===== src/rtl/pdec_pkg.sv =====
package pdec_pkg;

    localparam logic [3:0] SIGN_PLUS  = 4'hC;
    localparam logic [3:0] SIGN_MINUS = 4'hD;

    typedef struct packed {
        logic [3:0] hi;
        logic [3:0] lo;
    } pbyte_t;

    typedef enum logic [1:0] {
        SGN_POS = 2'd0,
        SGN_NEG = 2'd1,
        SGN_BAD = 2'd2
    } sign_t;

    function automatic logic is_digit(input logic [3:0] n);
        return n <= 4'd9;
    endfunction

    function automatic sign_t decode_sign(input logic [3:0] n);
        if (n == SIGN_PLUS)  return SGN_POS;
        if (n == SIGN_MINUS) return SGN_NEG;
        return SGN_BAD;
    endfunction

endpackage


===== src/rtl/pdec_nib_chk.sv =====
module pdec_nib_chk
    import pdec_pkg::*;
(
    input  pbyte_t b,
    output logic   hi_ok,
    output logic   lo_ok,
    output sign_t  sgn
);
    always_comb begin
        hi_ok = is_digit(b.hi);
        lo_ok = is_digit(b.lo);
        sgn   = decode_sign(b.lo);
    end
endmodule


===== src/rtl/pdec_accum.sv =====
module pdec_accum #(
    parameter int W = 32
) (
    input  logic         clk,
    input  logic         rst,
    input  logic         en,
    input  logic         clear,
    input  logic         two,
    input  logic [3:0]   hi,
    input  logic [3:0]   lo,
    output logic [W-1:0] acc_nxt
);
    logic [W-1:0] acc_q;
    logic [W-1:0] base;
    logic [W-1:0] step1;

    always_comb begin
        base  = clear ? '0 : acc_q;
        step1 = base * W'(10) + W'(hi);
        acc_nxt = two ? (step1 * W'(10) + W'(lo)) : step1;
    end

    always_ff @(posedge clk) begin
        if (rst)     acc_q <= '0;
        else if (en) acc_q <= acc_nxt;
    end

    // a fresh number holds at most two digits after its first byte
    a_r6_fresh_start: assert property (@(posedge clk) disable iff (rst)
        (en && clear) |=> (acc_q < W'(100)));
endmodule


===== src/rtl/pdec_len_cnt.sv =====
module pdec_len_cnt #(
    parameter int MAX_BYTES = 5
) (
    input  logic clk,
    input  logic rst,
    input  logic beat,
    input  logic first,
    output logic over
);
    localparam int CW = $clog2(MAX_BYTES + 2);
    localparam logic [CW-1:0] LIMIT = CW'(MAX_BYTES);

    logic [CW-1:0] cnt_q;
    logic [CW-1:0] cnt_nxt;

    always_comb begin
        if (first)              cnt_nxt = CW'(1);
        else if (cnt_q > LIMIT) cnt_nxt = cnt_q;
        else                    cnt_nxt = cnt_q + CW'(1);
        over = cnt_nxt > LIMIT;
    end

    always_ff @(posedge clk) begin
        if (rst)       cnt_q <= '0;
        else if (beat) cnt_q <= cnt_nxt;
    end

    // the first byte of a number never counts as too long
    a_r9_first_ok: assert property (@(posedge clk) disable iff (rst)
        (beat && first) |-> !over);
endmodule


===== src/rtl/pdec2bin.sv =====
module pdec2bin
    import pdec_pkg::*;
#(
    parameter int OUT_W     = 32,
    parameter int MAX_BYTES = 5
) (
    input  logic             clk,
    input  logic             rst,
    input  logic             in_valid,
    output logic             in_ready,
    input  logic [7:0]       in_byte,
    input  logic             in_last,
    output logic             out_done,
    output logic [OUT_W-1:0] out_value,
    output logic             out_err
);
    pbyte_t           pb;
    logic             beat;
    logic             first_q;
    logic             err_q;
    logic             hi_ok, lo_ok, over;
    sign_t            sgn;
    logic [OUT_W-1:0] acc_nxt;
    logic             bad_now;
    logic             err_all;
    logic             rdy_q;

    assign pb       = pbyte_t'(in_byte);
    assign in_ready = rdy_q;
    assign beat     = in_valid && rdy_q;

    pdec_nib_chk u_chk (
        .b     (pb),
        .hi_ok (hi_ok),
        .lo_ok (lo_ok),
        .sgn   (sgn)
    );

    pdec_accum #(.W(OUT_W)) u_acc (
        .clk     (clk),
        .rst     (rst),
        .en      (beat),
        .clear   (first_q),
        .two     (!in_last),
        .hi      (pb.hi),
        .lo      (pb.lo),
        .acc_nxt (acc_nxt)
    );

    pdec_len_cnt #(.MAX_BYTES(MAX_BYTES)) u_len (
        .clk   (clk),
        .rst   (rst),
        .beat  (beat),
        .first (first_q),
        .over  (over)
    );

    always_comb begin
        bad_now = !hi_ok || over ||
                  (in_last ? (sgn == SGN_BAD) : !lo_ok);
        err_all = (!first_q && err_q) || bad_now;
    end

    always_ff @(posedge clk) begin
        if (rst) begin
            rdy_q     <= 1'b0;
            first_q   <= 1'b1;
            err_q     <= 1'b0;
            out_done  <= 1'b0;
            out_value <= '0;
            out_err   <= 1'b0;
        end else begin
            rdy_q    <= 1'b1;
            out_done <= beat && in_last;
            if (beat) begin
                first_q <= in_last;
                err_q   <= err_all;
                if (in_last) begin
                    out_err <= err_all;
                    if (err_all)             out_value <= '0;
                    else if (sgn == SGN_NEG) out_value <= -acc_nxt;
                    else                     out_value <= acc_nxt;
                end
            end
        end
    end

    // strobe exactly after a consumed final byte
    a_r5_done_after_last: assert property (@(posedge clk) disable iff (rst)
        (beat && in_last) |=> out_done);
    a_r5_no_spurious_done: assert property (@(posedge clk) disable iff (rst)
        !(beat && in_last) |=> !out_done);
    a_r5_hold: assert property (@(posedge clk) disable iff (rst)
        !out_done |-> ($stable(out_value) && $stable(out_err)));
    // an error suppresses the value
    a_r7_err_zero: assert property (@(posedge clk) disable iff (rst)
        (out_done && out_err) |-> (out_value == '0));
    a_r8_bad_sign: assert property (@(posedge clk) disable iff (rst)
        (beat && in_last && pb.lo != SIGN_PLUS && pb.lo != SIGN_MINUS) |=> out_err);
    a_r9_long: assert property (@(posedge clk) disable iff (rst)
        (beat && in_last && over) |=> out_err);
    // sign of the result follows the sign code
    a_r3_sign: assert property (@(posedge clk) disable iff (rst)
        (beat && in_last && !err_all && pb.lo == SIGN_PLUS) |=> !out_value[OUT_W-1]);
endmodule


===== config.mk =====
export PLATFORM = sky130hd
export DESIGN_NAME = pdec2bin
export DESIGN_NICKNAME = d
export VERILOG_FILES = /design/src/rtl/pdec_pkg.sv /design/src/rtl/pdec_nib_chk.sv /design/src/rtl/pdec_accum.sv /design/src/rtl/pdec_len_cnt.sv /design/src/rtl/pdec2bin.sv
export SDC_FILE = /design/constraint.sdc
export NUM_CORES = 1
export LEC_CHECK = 0
export ABC_CLOCK_PERIOD_IN_PS = 8760
export BUFFER_PORTS_ARGS = -buffer_cell sky130_fd_sc_hd__buf_2
export CAP_MARGIN = 30
export CELL_PAD_IN_SITES_DETAIL_PLACEMENT = 0
export CELL_PAD_IN_SITES_GLOBAL_PLACEMENT = 1
export CORE_MARGIN = 8
export CORE_UTILIZATION = 35
export DETAILED_ROUTE_END_ITERATION = 12
export HOLD_SLACK_MARGIN = 0.05
export PLACE_DENSITY = 0.64
export REMOVE_ABC_BUFFERS = 1
export SLEW_MARGIN = 40
export SYNTH_ARGS = -nofsm -noshare
export SYNTH_HDL_FRONTEND = slang
export SYNTH_SLANG_ARGS = --single-unit

===== constraint.sdc =====
create_clock -name clk -period 8.76 [get_ports clk]
set_input_delay 1.314 -clock clk [delete_from_list [all_inputs] [get_ports clk]]
set_output_delay 1.314 -clock clk [all_outputs]
set_load 0.05 [all_outputs]

==> results of run 1 <==
-- worst min-delay path: stages, from the launching register on --
cell     delay [ps]
dfxtp_1         320
nand2_1          40
o21ai_0          50
-- final cells by class --
class | instances | area, um^2
fillers | 2772 | 15800
multi-input cells | 1060 | 7570
well taps | 335 | 419
flip-flops and latches | 71 | 1420
clock inverters | 5 | 80.1
repair buffers | 60 | 338
inverters | 28 | 105
clock buffers | 11 | 253
-- power by group through the flow --
stage | clock network [mW] | logic [mW] | registers [mW]
after detailed placement | 0 | 0.172 | 0.344
final | 0.416 | 0.170 | 0.337
after global routing | 0.439 | 0.190 | 0.338
after global placement | 0 | 0.171 | 0.344
after CTS | 0.428 | 0.173 | 0.337
after floorplan | 0 | 0.114 | 0.348
-- flip-flops by register name, summed over array words and instances (netlist names) --
register,flops
u_acc.acc_q,31
u_len.cnt_q,3
first_q,1
out_done,1
out_value,32
err_q,1
out_err,1
in_ready,1
-- worst max-delay path by stage --
stage          slack [ps]    start             to  depth (start not counted)
2_1_floorplan         920  first_q  out_value[31]                         27
3_3_place_gp          390  first_q  out_value[31]                         27
3_5_place_dp          330  first_q  out_value[31]                         27
4_1_cts               300  first_q  out_value[31]                         27
5_1_grt                60  first_q  out_value[31]                         28
6_report              670  first_q  out_value[31]                         28
-- routing by layer --
layer  up-vias  global-route usage, %  wire [um]
met1      4020                   21.2      12500
met5         -                      0          0
met3        27                   2.07        747
met4         0                   4.37        473
li1       4439                      -          -
met2       146                   31.8      13700
-- what timing repair did --
item | in CTS | in global routing
endpoints found under the setup margin | 0 | 6
buffers inserted | 0 | 2
gates resized for setup | 0 | 4
-- cells in the final DEF (no fill, tap or decap), drive strengths merged, types with 15 or more instances in the layout --
cell type,Yosys,final
ha,115,115
nor4,15,15
o21ai,88,88
mux2i,19,19
xnor2,79,79
a21o,16,16
nor2,99,99
xor2,44,44
buf,10,60
and2,19,19
nor2b,36,36
nand3,28,28
nor3,28,28
inv,28,28
a211oi,25,25
dfxtp,71,71
nand2,141,141
a21oi,98,98
-- metrics by stage --
| step | power (mW) | hold slack [ps] | util, % | instances | instance area, um^2 |
|---|---|---|---|---|---|
| 5_1_grt | 0.967 | 472 | 39.2 | 1570 | 10200 |
| 4_1_cts | 0.938 | 447 | 39.1 | 1568 | 10100 |
| 3_3_place_gp | 0.515 | 433 | 37.7 | 1552 | 9800 |
| 6_report | 0.923 | 443 | 39.2 | 1570 | 10200 |
| 2_1_floorplan | 0.463 | 426 | - | 1159 | 9050 |
| 3_5_place_dp | 0.516 | 437 | 37.8 | 1552 | 9810 |
-- cells by family after synthesis --
| kind of cell | after synthesis |
|---|---|
| and+or+nand+nor | 464 |
| AOI/OAI and AO/OA | 324 |
| xor gates and xnor gates | 124 |
| adders and majority gates | 118 |
| buffers and inverters | 74 |
| DFF | 71 |
| muxes | 30 |
==> run metrics, run 1 <==
status=complete, no violations; CTS tree=built; RSZ-0062 raised after global routing=no; crit-path most repeated cell=ha_1; Synth top cells by count=nand2_1 (141), ha_1 (115), nor2_1 (97); Pins Over Slew Limit=0; top fanout value on the critical path=22; multiplexer area fraction after synthesis=3.53%; Vias/cell=5.50; CP Capture Type=register; VDD IR max=0.0000833 V; fraction of layout cells with a size suffix above 1=12.4%; reg-to-reg endpoint=out_value[31]; Mean Syn Cell Area=7.67 um^2; crit path launch type=register; hold depth=2; WP buf/inv=2; Setup violations, final=0; Synth Area in Compound Gates=23.1%; nets@finish=1360; Post-synth EDFFs=0; Synth Instances=1205; cell taking the most area after synthesis=ha_1; delay-heaviest family, CP=simple AND/OR/NAND/NOR gates; worst-margin pin slew=748 ps; Post-CTS Hold Buffers=0; Max Root-Sink Buffers=2; GRT Overall Usage=17.4%; Initial Util=35.6%; leakage=4.38 nW; CTS root buffer=clkbuf_16; first-pass GRT wire length=44600 um; Hold Crit Start=out_value[15]; top post-synthesis cells by area=ha_1 (16%), dfxtp_1 (15%), xnor2_1 (7.3%); DR DRC count=0; switch share=28.9%; largest family of logic cells by synthesized area=simple AND/OR/NAND/NOR gates; # diodes=0; initial antenna violation count=0; Max Fclk=0.124 GHz; crit path kind=reg -> reg; period utilization=92.3%; xor-xnor portion of the synthesized cell area=12.1%; grt ovf=0; routed len/inst=17.5 um; clk slew on worst S/H paths=60 ps; post-synthesis cell type count=101; Reg2Reg Launch Point=first_q; number of global-route vias before repair=8554; dpl ws=327 ps; Int Power=0.656 mW; Clk Latency, worst-skew pair=350 ps; Iteration-0 DRC Markers=493; Clock Power Share=45.1%; Post-synth ARST share=0%; FF+latch count, synth=71; CTS HTree Levels=3; CP max-delay cell=or4b_4; clk sinks=71; Top FF cell, synth=dfxtp_1; area of the mapped netlist=9240 um^2; maxcap violations=0; final hold vios=0; crit-path max cell delay=580 ps; sequential power share=36.5%; Worst EP required=9020 ps; slew margin rel.=50.1%; Synthesis Warnings=0; hold path endpoint=out_value[15]; Synth Area in Adders=16.2%; reg-to-reg slack, setup=670 ps; die span in x=178 um; ANT nets after route=0; setup TNS=0 ps; Seq/Total Area, Yosys=15.4%; length of the first detailed-routing pass in iterations=5; DIE HEIGHT=178 um; Detail Placement HPWL=22600 um; Yosys top cell area share=15.6%; WP data arrival=8350 ps; Hold WC Path Type=reg -> reg; simple-gate share of the synthesized area=26.5%; Final min period=8090 ps; final wirelength=27400 um; CTS Buf Count=9; routability cong.=0.919; Cell Rows=59; NetSw=0.267 mW; Gate power share=18.4%; worst reg2reg path depth=28; Layout area overhead=10.2%; I/O Buffers=46; most common cell in the netlist=nand2_1; I/O pin cnt=47; Core Area=26000 um^2; DR vias=8632; Pwr Density=90.6 nW/um^2; pin count of the biggest net entering global routing=39; worst clock skew=9.60 ps; Die ar.=31900 um^2; setup ws final=671 ps
(Power assumes the default switching activity.)
==> run 2, diff against run 1 <==
--- a/config.mk
+++ b/config.mk
@@ -15,7 +15,9 @@
 export DETAILED_ROUTE_END_ITERATION = 12
 export HOLD_SLACK_MARGIN = 0.05
 export PLACE_DENSITY = 0.64
+export RECOVER_POWER = 25
 export REMOVE_ABC_BUFFERS = 1
+export SKIP_CTS_REPAIR_TIMING = 1
 export SLEW_MARGIN = 40
 export SYNTH_ARGS = -nofsm -noshare
 export SYNTH_HDL_FRONTEND = slang
==> run 2 against run 1 <==
The run now ends with capacitance limit, slew limit left; first-iteration DRC count is 1.4% higher; die area did not move; largest power group unchanged; via count stayed put; utilization shrank 0.13 points; wire length is 0.17% lower.
==> run metrics, run 2 (synthesized netlist as in run 1, its figures left out) <==
Layout area overhead=9.88%; DR vias=8632 (unchanged); Detail Placement HPWL=22600 um (unchanged); first-pass GRT wire length=44600 um (unchanged); Pins Over Slew Limit=39 (+39); WP buf/inv=2 (unchanged); worst-margin pin slew=1940 ps (+1190 ps); VDD IR max=0.0000832 V (-0.16%); GRT Overall Usage=17.4% (unchanged); Fillers=2785 (+0.47%); status=finished, violations left; initial antenna violation count=0 (unchanged); Worst EP required=9020 ps (about the same); pin count of the biggest net entering global routing=39 (unchanged); Die ar.=31900 um^2 (unchanged); clk slew on worst S/H paths=60 ps (about the same); Initial Util=35.6% (unchanged); crit path kind=reg -> reg; period utilization=92.1% (-0.29 points); clk sinks=71 (unchanged); CTS tree=built; Final min period=8060 ps (-25.0 ps); Core Area=26000 um^2 (unchanged); commonest non-fill, non-tap cell in the layout=nand2_1; register with the most flip-flops=out_value; routed len/inst=17.4 um (-0.17%); Design Area, Final=10200 um^2 (-0.33%); CP max-delay cell=or4b_4; number of global-route vias before repair=8554 (unchanged); Multi-input gate area=7570 um^2 (about the same); nets@finish=1360 (unchanged); Clk Latency, worst-skew pair=350 ps (about the same); CTS HTree Levels=3 (unchanged); Cell Rows=59 (unchanged); Max Fclk=0.124 GHz (+0.31%); RSZ-0062 raised after global routing=no; worst reg2reg path depth=28 (unchanged); Pwr Total=0.922 mW (-0.13%); DP Area=9810 um^2 (unchanged); CTS Buf Count=9 (unchanged); final hold vios=0 (unchanged); Largest regs=out_value (32), u_acc.acc_q (31), u_len.cnt_q (3); Max Root-Sink Buffers=2 (unchanged); Iteration-0 DRC Markers=500 (+1.4%); hold depth=2 (unchanged); slew margin rel.=-29.5% (-80 points); fraction of layout cells with a size suffix above 1=10.5% (-1.9 points); max reg flops=32 (unchanged); grt ovf=0 (unchanged); I/O pin cnt=47 (unchanged); post-layout util=39.1% (-0.13 points); WP data arrival=8320 ps (-30 ps); crit path launch type=register; die span in x=178 um (unchanged); maxcap violations=1 (+1); Vias/cell=5.50 (unchanged); delay-heaviest family, CP=simple AND/OR/NAND/NOR gates; DIE HEIGHT=178 um (unchanged); DR DRC count=0 (unchanged); crit-path max cell delay=580 ps (about the same); setup TNS=0 ps (unchanged); Critical Path Stages=28 (unchanged); CP Capture Type=register; I/O Buffers=46 (unchanged); Setup violations, final=0 (unchanged); final wirelength=27400 um (-0.17%); crit-path most repeated cell=ha_1; routability cong.=0.919 (unchanged); length of the first detailed-routing pass in iterations=7 (+2); leakage=4.29 nW (-2.2%); # diodes=0 (unchanged); CTS root buffer=clkbuf_16; top fanout value on the critical path=22 (unchanged); Pwr Density=90.8 nW/um^2 (+0.20%); most frequent cells in the layout=nand2_1 (141), ha_1 (115), nor2_1 (97), a21oi_1 (95), o21ai_0 (78); worst clock skew=9.64 ps (+0.0315 ps); Register Area=1420 um^2 (unchanged); ANT nets after route=0 (unchanged); failing checks=capacitance limit, slew limit; Hold WC Path Type=reg -> reg
[run 2: cell types whose count changed in the layout (fill, tap and decap cells not counted)]
cell	previous run	this run
clkbuf_1	0	22
buf_2	45	24
a21oi_1	94	95
a21oi_2	4	3
buf_4	15	14
[run 2: through the flow]
stage               std cells  hold WS (ps)  setup slack (ps)
floorplan                1159           426               923
global placement         1552           433               395
detailed placement       1552           437               327
CTS                      1568           447               300
global route             1570           472              55.4
finish                   1570           445               696
[run 2: report_power, final]
group          leakage (nW)  internal (mW)  total (mW)  switching [mW]
clock                 0.158          0.264       0.415           0.151
sequential            0.575          0.330       0.337         0.00690
combinational          3.56         0.0614       0.169           0.108
total                  4.29          0.656       0.922           0.266
[run 2: final cells by class]
cell class	count	area share, %
timing repair buffer	60	3.03
tap	335	4.13
sequential	71	14.0
clock inverter	5	0.789
inverter	28	1.03
multi-input combinational	1060	74.5
clock buffer	11	2.49
[run 2: final timing paths]
kind	startpoint	slack (ps)	endpoint
max	first_q	700	out_value[31]
min	out_value[26]	450	out_value[26]
max reg2reg	first_q	700	out_value[31]
min reg2reg	out_value[26]	450	out_value[26]
[run 2: per-layer routing]
layer	GRT usage, %	vias to the layer above	wire length [um]
met5	0	-	0
met4	4.37	0	454
met3	2.07	25	748
met2	31.8	142	13700
met1	21.2	4026	12500
li1	-	4439	-
[run 2: tightest hold or removal path: cells and delay by family, from the launching register on]
kind,cells,cell delay (ps)
AO/OA/AOI/OAI,1,50
AND/OR/NAND/NOR,1,50
flip-flops,1,310
==> run 3, diff against run 2 <==
--- a/config.mk
+++ b/config.mk
@@ -14,7 +14,7 @@
 export CORE_UTILIZATION = 35
 export DETAILED_ROUTE_END_ITERATION = 12
 export HOLD_SLACK_MARGIN = 0.05
-export PLACE_DENSITY = 0.64
+export PLACE_DENSITY = 0.68
 export RECOVER_POWER = 25
 export REMOVE_ABC_BUFFERS = 1
 export SKIP_CTS_REPAIR_TIMING = 1
==> run 3 against run 2 <==
Clock power rose by 7.0%; register-to-register slack barely moved; maximum frequency up 0.14%; flip-flop and latch count stayed put; wire length down 1.6%; final area up 0.14%; via count rose by 0.25%; the flow still finishes with violations (capacitance limit, slew limit); highest routed layer unchanged; largest power group unchanged.
==> run metrics, run 3 (synthesized netlist as in run 1, its figures left out) <==
grt ovf=0 (unchanged); DR vias=8654 (+0.25%); nets@finish=1359 (-0.074%); Worst EP required=9020 ps (about the same); Core Area=26000 um^2 (unchanged); I/O pin cnt=47 (unchanged); Max Fclk=0.124 GHz (+0.14%); routed len/inst=17.2 um (-1.5%); crit path launch type=register; placed instance count=1551 (-0.064%); most frequent cells in the layout=nand2_1 (141), ha_1 (115), nor2_1 (97), a21oi_1 (94), o21ai_0 (79); I/O Buffers=46 (unchanged); pin count of the biggest net entering global routing=39 (unchanged); maxcap violations=3 (+2); setup TNS=0 ps (unchanged); clk slew on worst S/H paths=70 ps (about the same); Layout area overhead=10.0%; final hold vios=0 (unchanged); status=finished, violations left; RSZ-0062 raised after global routing=no; length of the first detailed-routing pass in iterations=5 (-2); Fillers=2813 (+1.0%); Fin Hold WS=446 ps (+0.176 ps); CP Launch Point=first_q; leakage=4.29 nW (about the same); initial antenna violation count=0 (unchanged); fraction of layout cells with a size suffix above 1=10.7% (+0.17 points); Iteration-0 DRC Markers=455 (-9.0%); Largest regs=out_value (32), u_acc.acc_q (31), u_len.cnt_q (3); period utilization=91.9% (-0.13 points); # diodes=0 (unchanged); GRT Overall Usage=17.3% (-0.14 points); WP data arrival=8310 ps (about the same); register with the most flip-flops=out_value; Reg2Reg Launch Point=first_q; worst-margin pin slew=1880 ps (-61.6 ps); crit path kind=reg -> reg; top fanout value on the critical path=22 (unchanged); commonest non-fill, non-tap cell in the layout=nand2_1; failing checks=capacitance limit, slew limit; worst clock skew=12.6 ps (+2.98 ps); CTS Buf Count=9 (unchanged); VDD IR max=0.0000867 V (+4.3%); ANT nets after route=0 (unchanged); Vias/cell=5.52 (+0.32%); Clk Latency, worst-skew pair=350 ps (about the same); Max Root-Sink Buffers=2 (unchanged); clk sinks=71 (unchanged); Die ar.=31900 um^2 (unchanged); CP Capture Type=register; CTS HTree Levels=3 (unchanged); Cell Rows=59 (unchanged); first-pass GRT wire length=44500 um (-0.14%); DR DRC count=0 (unchanged); Final Instance Count excl. Fillers=1569 (-0.064%); Pwr Density=93.3 nW/um^2 (+2.8%); DIE HEIGHT=178 um (unchanged); routability cong.=0.893 (-2.9%); CTS tree=built; Hold Crit Start=out_value[26]; Pins Over Slew Limit=114 (+190%); final wirelength=27000 um (-1.6%); die span in x=178 um (unchanged); max reg flops=32 (unchanged); Initial Util=35.6% (unchanged); Final min period=8050 ps (-11.3 ps); number of global-route vias before repair=8627 (+0.85%); slew margin rel.=-25.4% (+4.1 points); Detail Placement HPWL=22300 um (-1.5%); Hold WC Path Type=reg -> reg; CTS root buffer=clkbuf_16; Setup violations, final=0 (unchanged)
==> run 3: changes by cell type in the layout (fill, tap and decap cells not counted), moves of 2 or more <==
cell / previous run / this run
buf_2: 24 / 27
buf_4: 14 / 11
clkinv_4: 0 / 2
clkinvlp_4: 2 / 0
==> run 3: worst paths after layout <==
path,endpoint,slack (ps),depth (start not counted)
max reg2reg,out_value[31],710,26
max,out_value[31],710,26
min reg2reg,out_value[26],450,2
min,out_value[26],450,2
==> run 3: layout make-up <==
type / instances / area (um^2) / area share (%)
Tap cell: 335 / 419 / 4.12
Timing Repair Buffer: 59 / 297 / 2.92
Multi-Input combinational cell: 1060 / 7570 / 74.4
Clock inverter: 6 / 116 / 1.14
Clock buffer: 10 / 239 / 2.35
Inverter: 28 / 105 / 1.03
Sequential cell: 71 / 1420 / 14.0
==> run 3: power breakdown <==
part | switching, mW | internal (mW) | total, mW | leakage [nW]
Combinational | 0.107 | 0.0614 | 0.168 | 3.54
Sequential | 0.00703 | 0.330 | 0.337 | 0.575
Clock | 0.156 | 0.288 | 0.444 | 0.173
Total | 0.270 | 0.679 | 0.949 | 4.29
==> run 3: per-layer routing <==
layer | wire [um] | track usage (%)
met1 | 12200 | 21.2
met4 | 692 | 4.99
met3 | 896 | 2.56
met2 | 13100 | 30.7
met5 | 0 | 0
==> run 3: metrics by stage <==
step	setup slack, ps	power (mW)	utilization (%)	area, um^2
floorplan	923	0.463	-	9050
global placement	370	0.513	37.7	9800
detailed placement	302	0.514	37.7	9810
CTS	253	0.966	39.1	10200
global route	44.5	0.994	39.1	10200
finish	707	0.949	39.1	10200
==> run 3: worst max-delay path, stage by stage (launching register included) <==
cell and delay (ps):
dfxtp_2 500, buf_4 300, nor2b_1 100, ha_1 300
ha_1 410, a21oi_1 220, o21ai_0 220, a221oi_2 540
xnor2_1 290, and4_1 320, nand3_1 110, xnor2_1 350
ha_1 310, ha_1 470, a21oi_1 160, o21ai_1 330
or3_1 160, o211ai_1 100, a311oi_2 430, or4b_4 580
nor4b_1 340, mux2_2 380, a21oi_1 160, nor4b_4 290
a31oi_2 170, o21a_1 210, o31ai_1 200
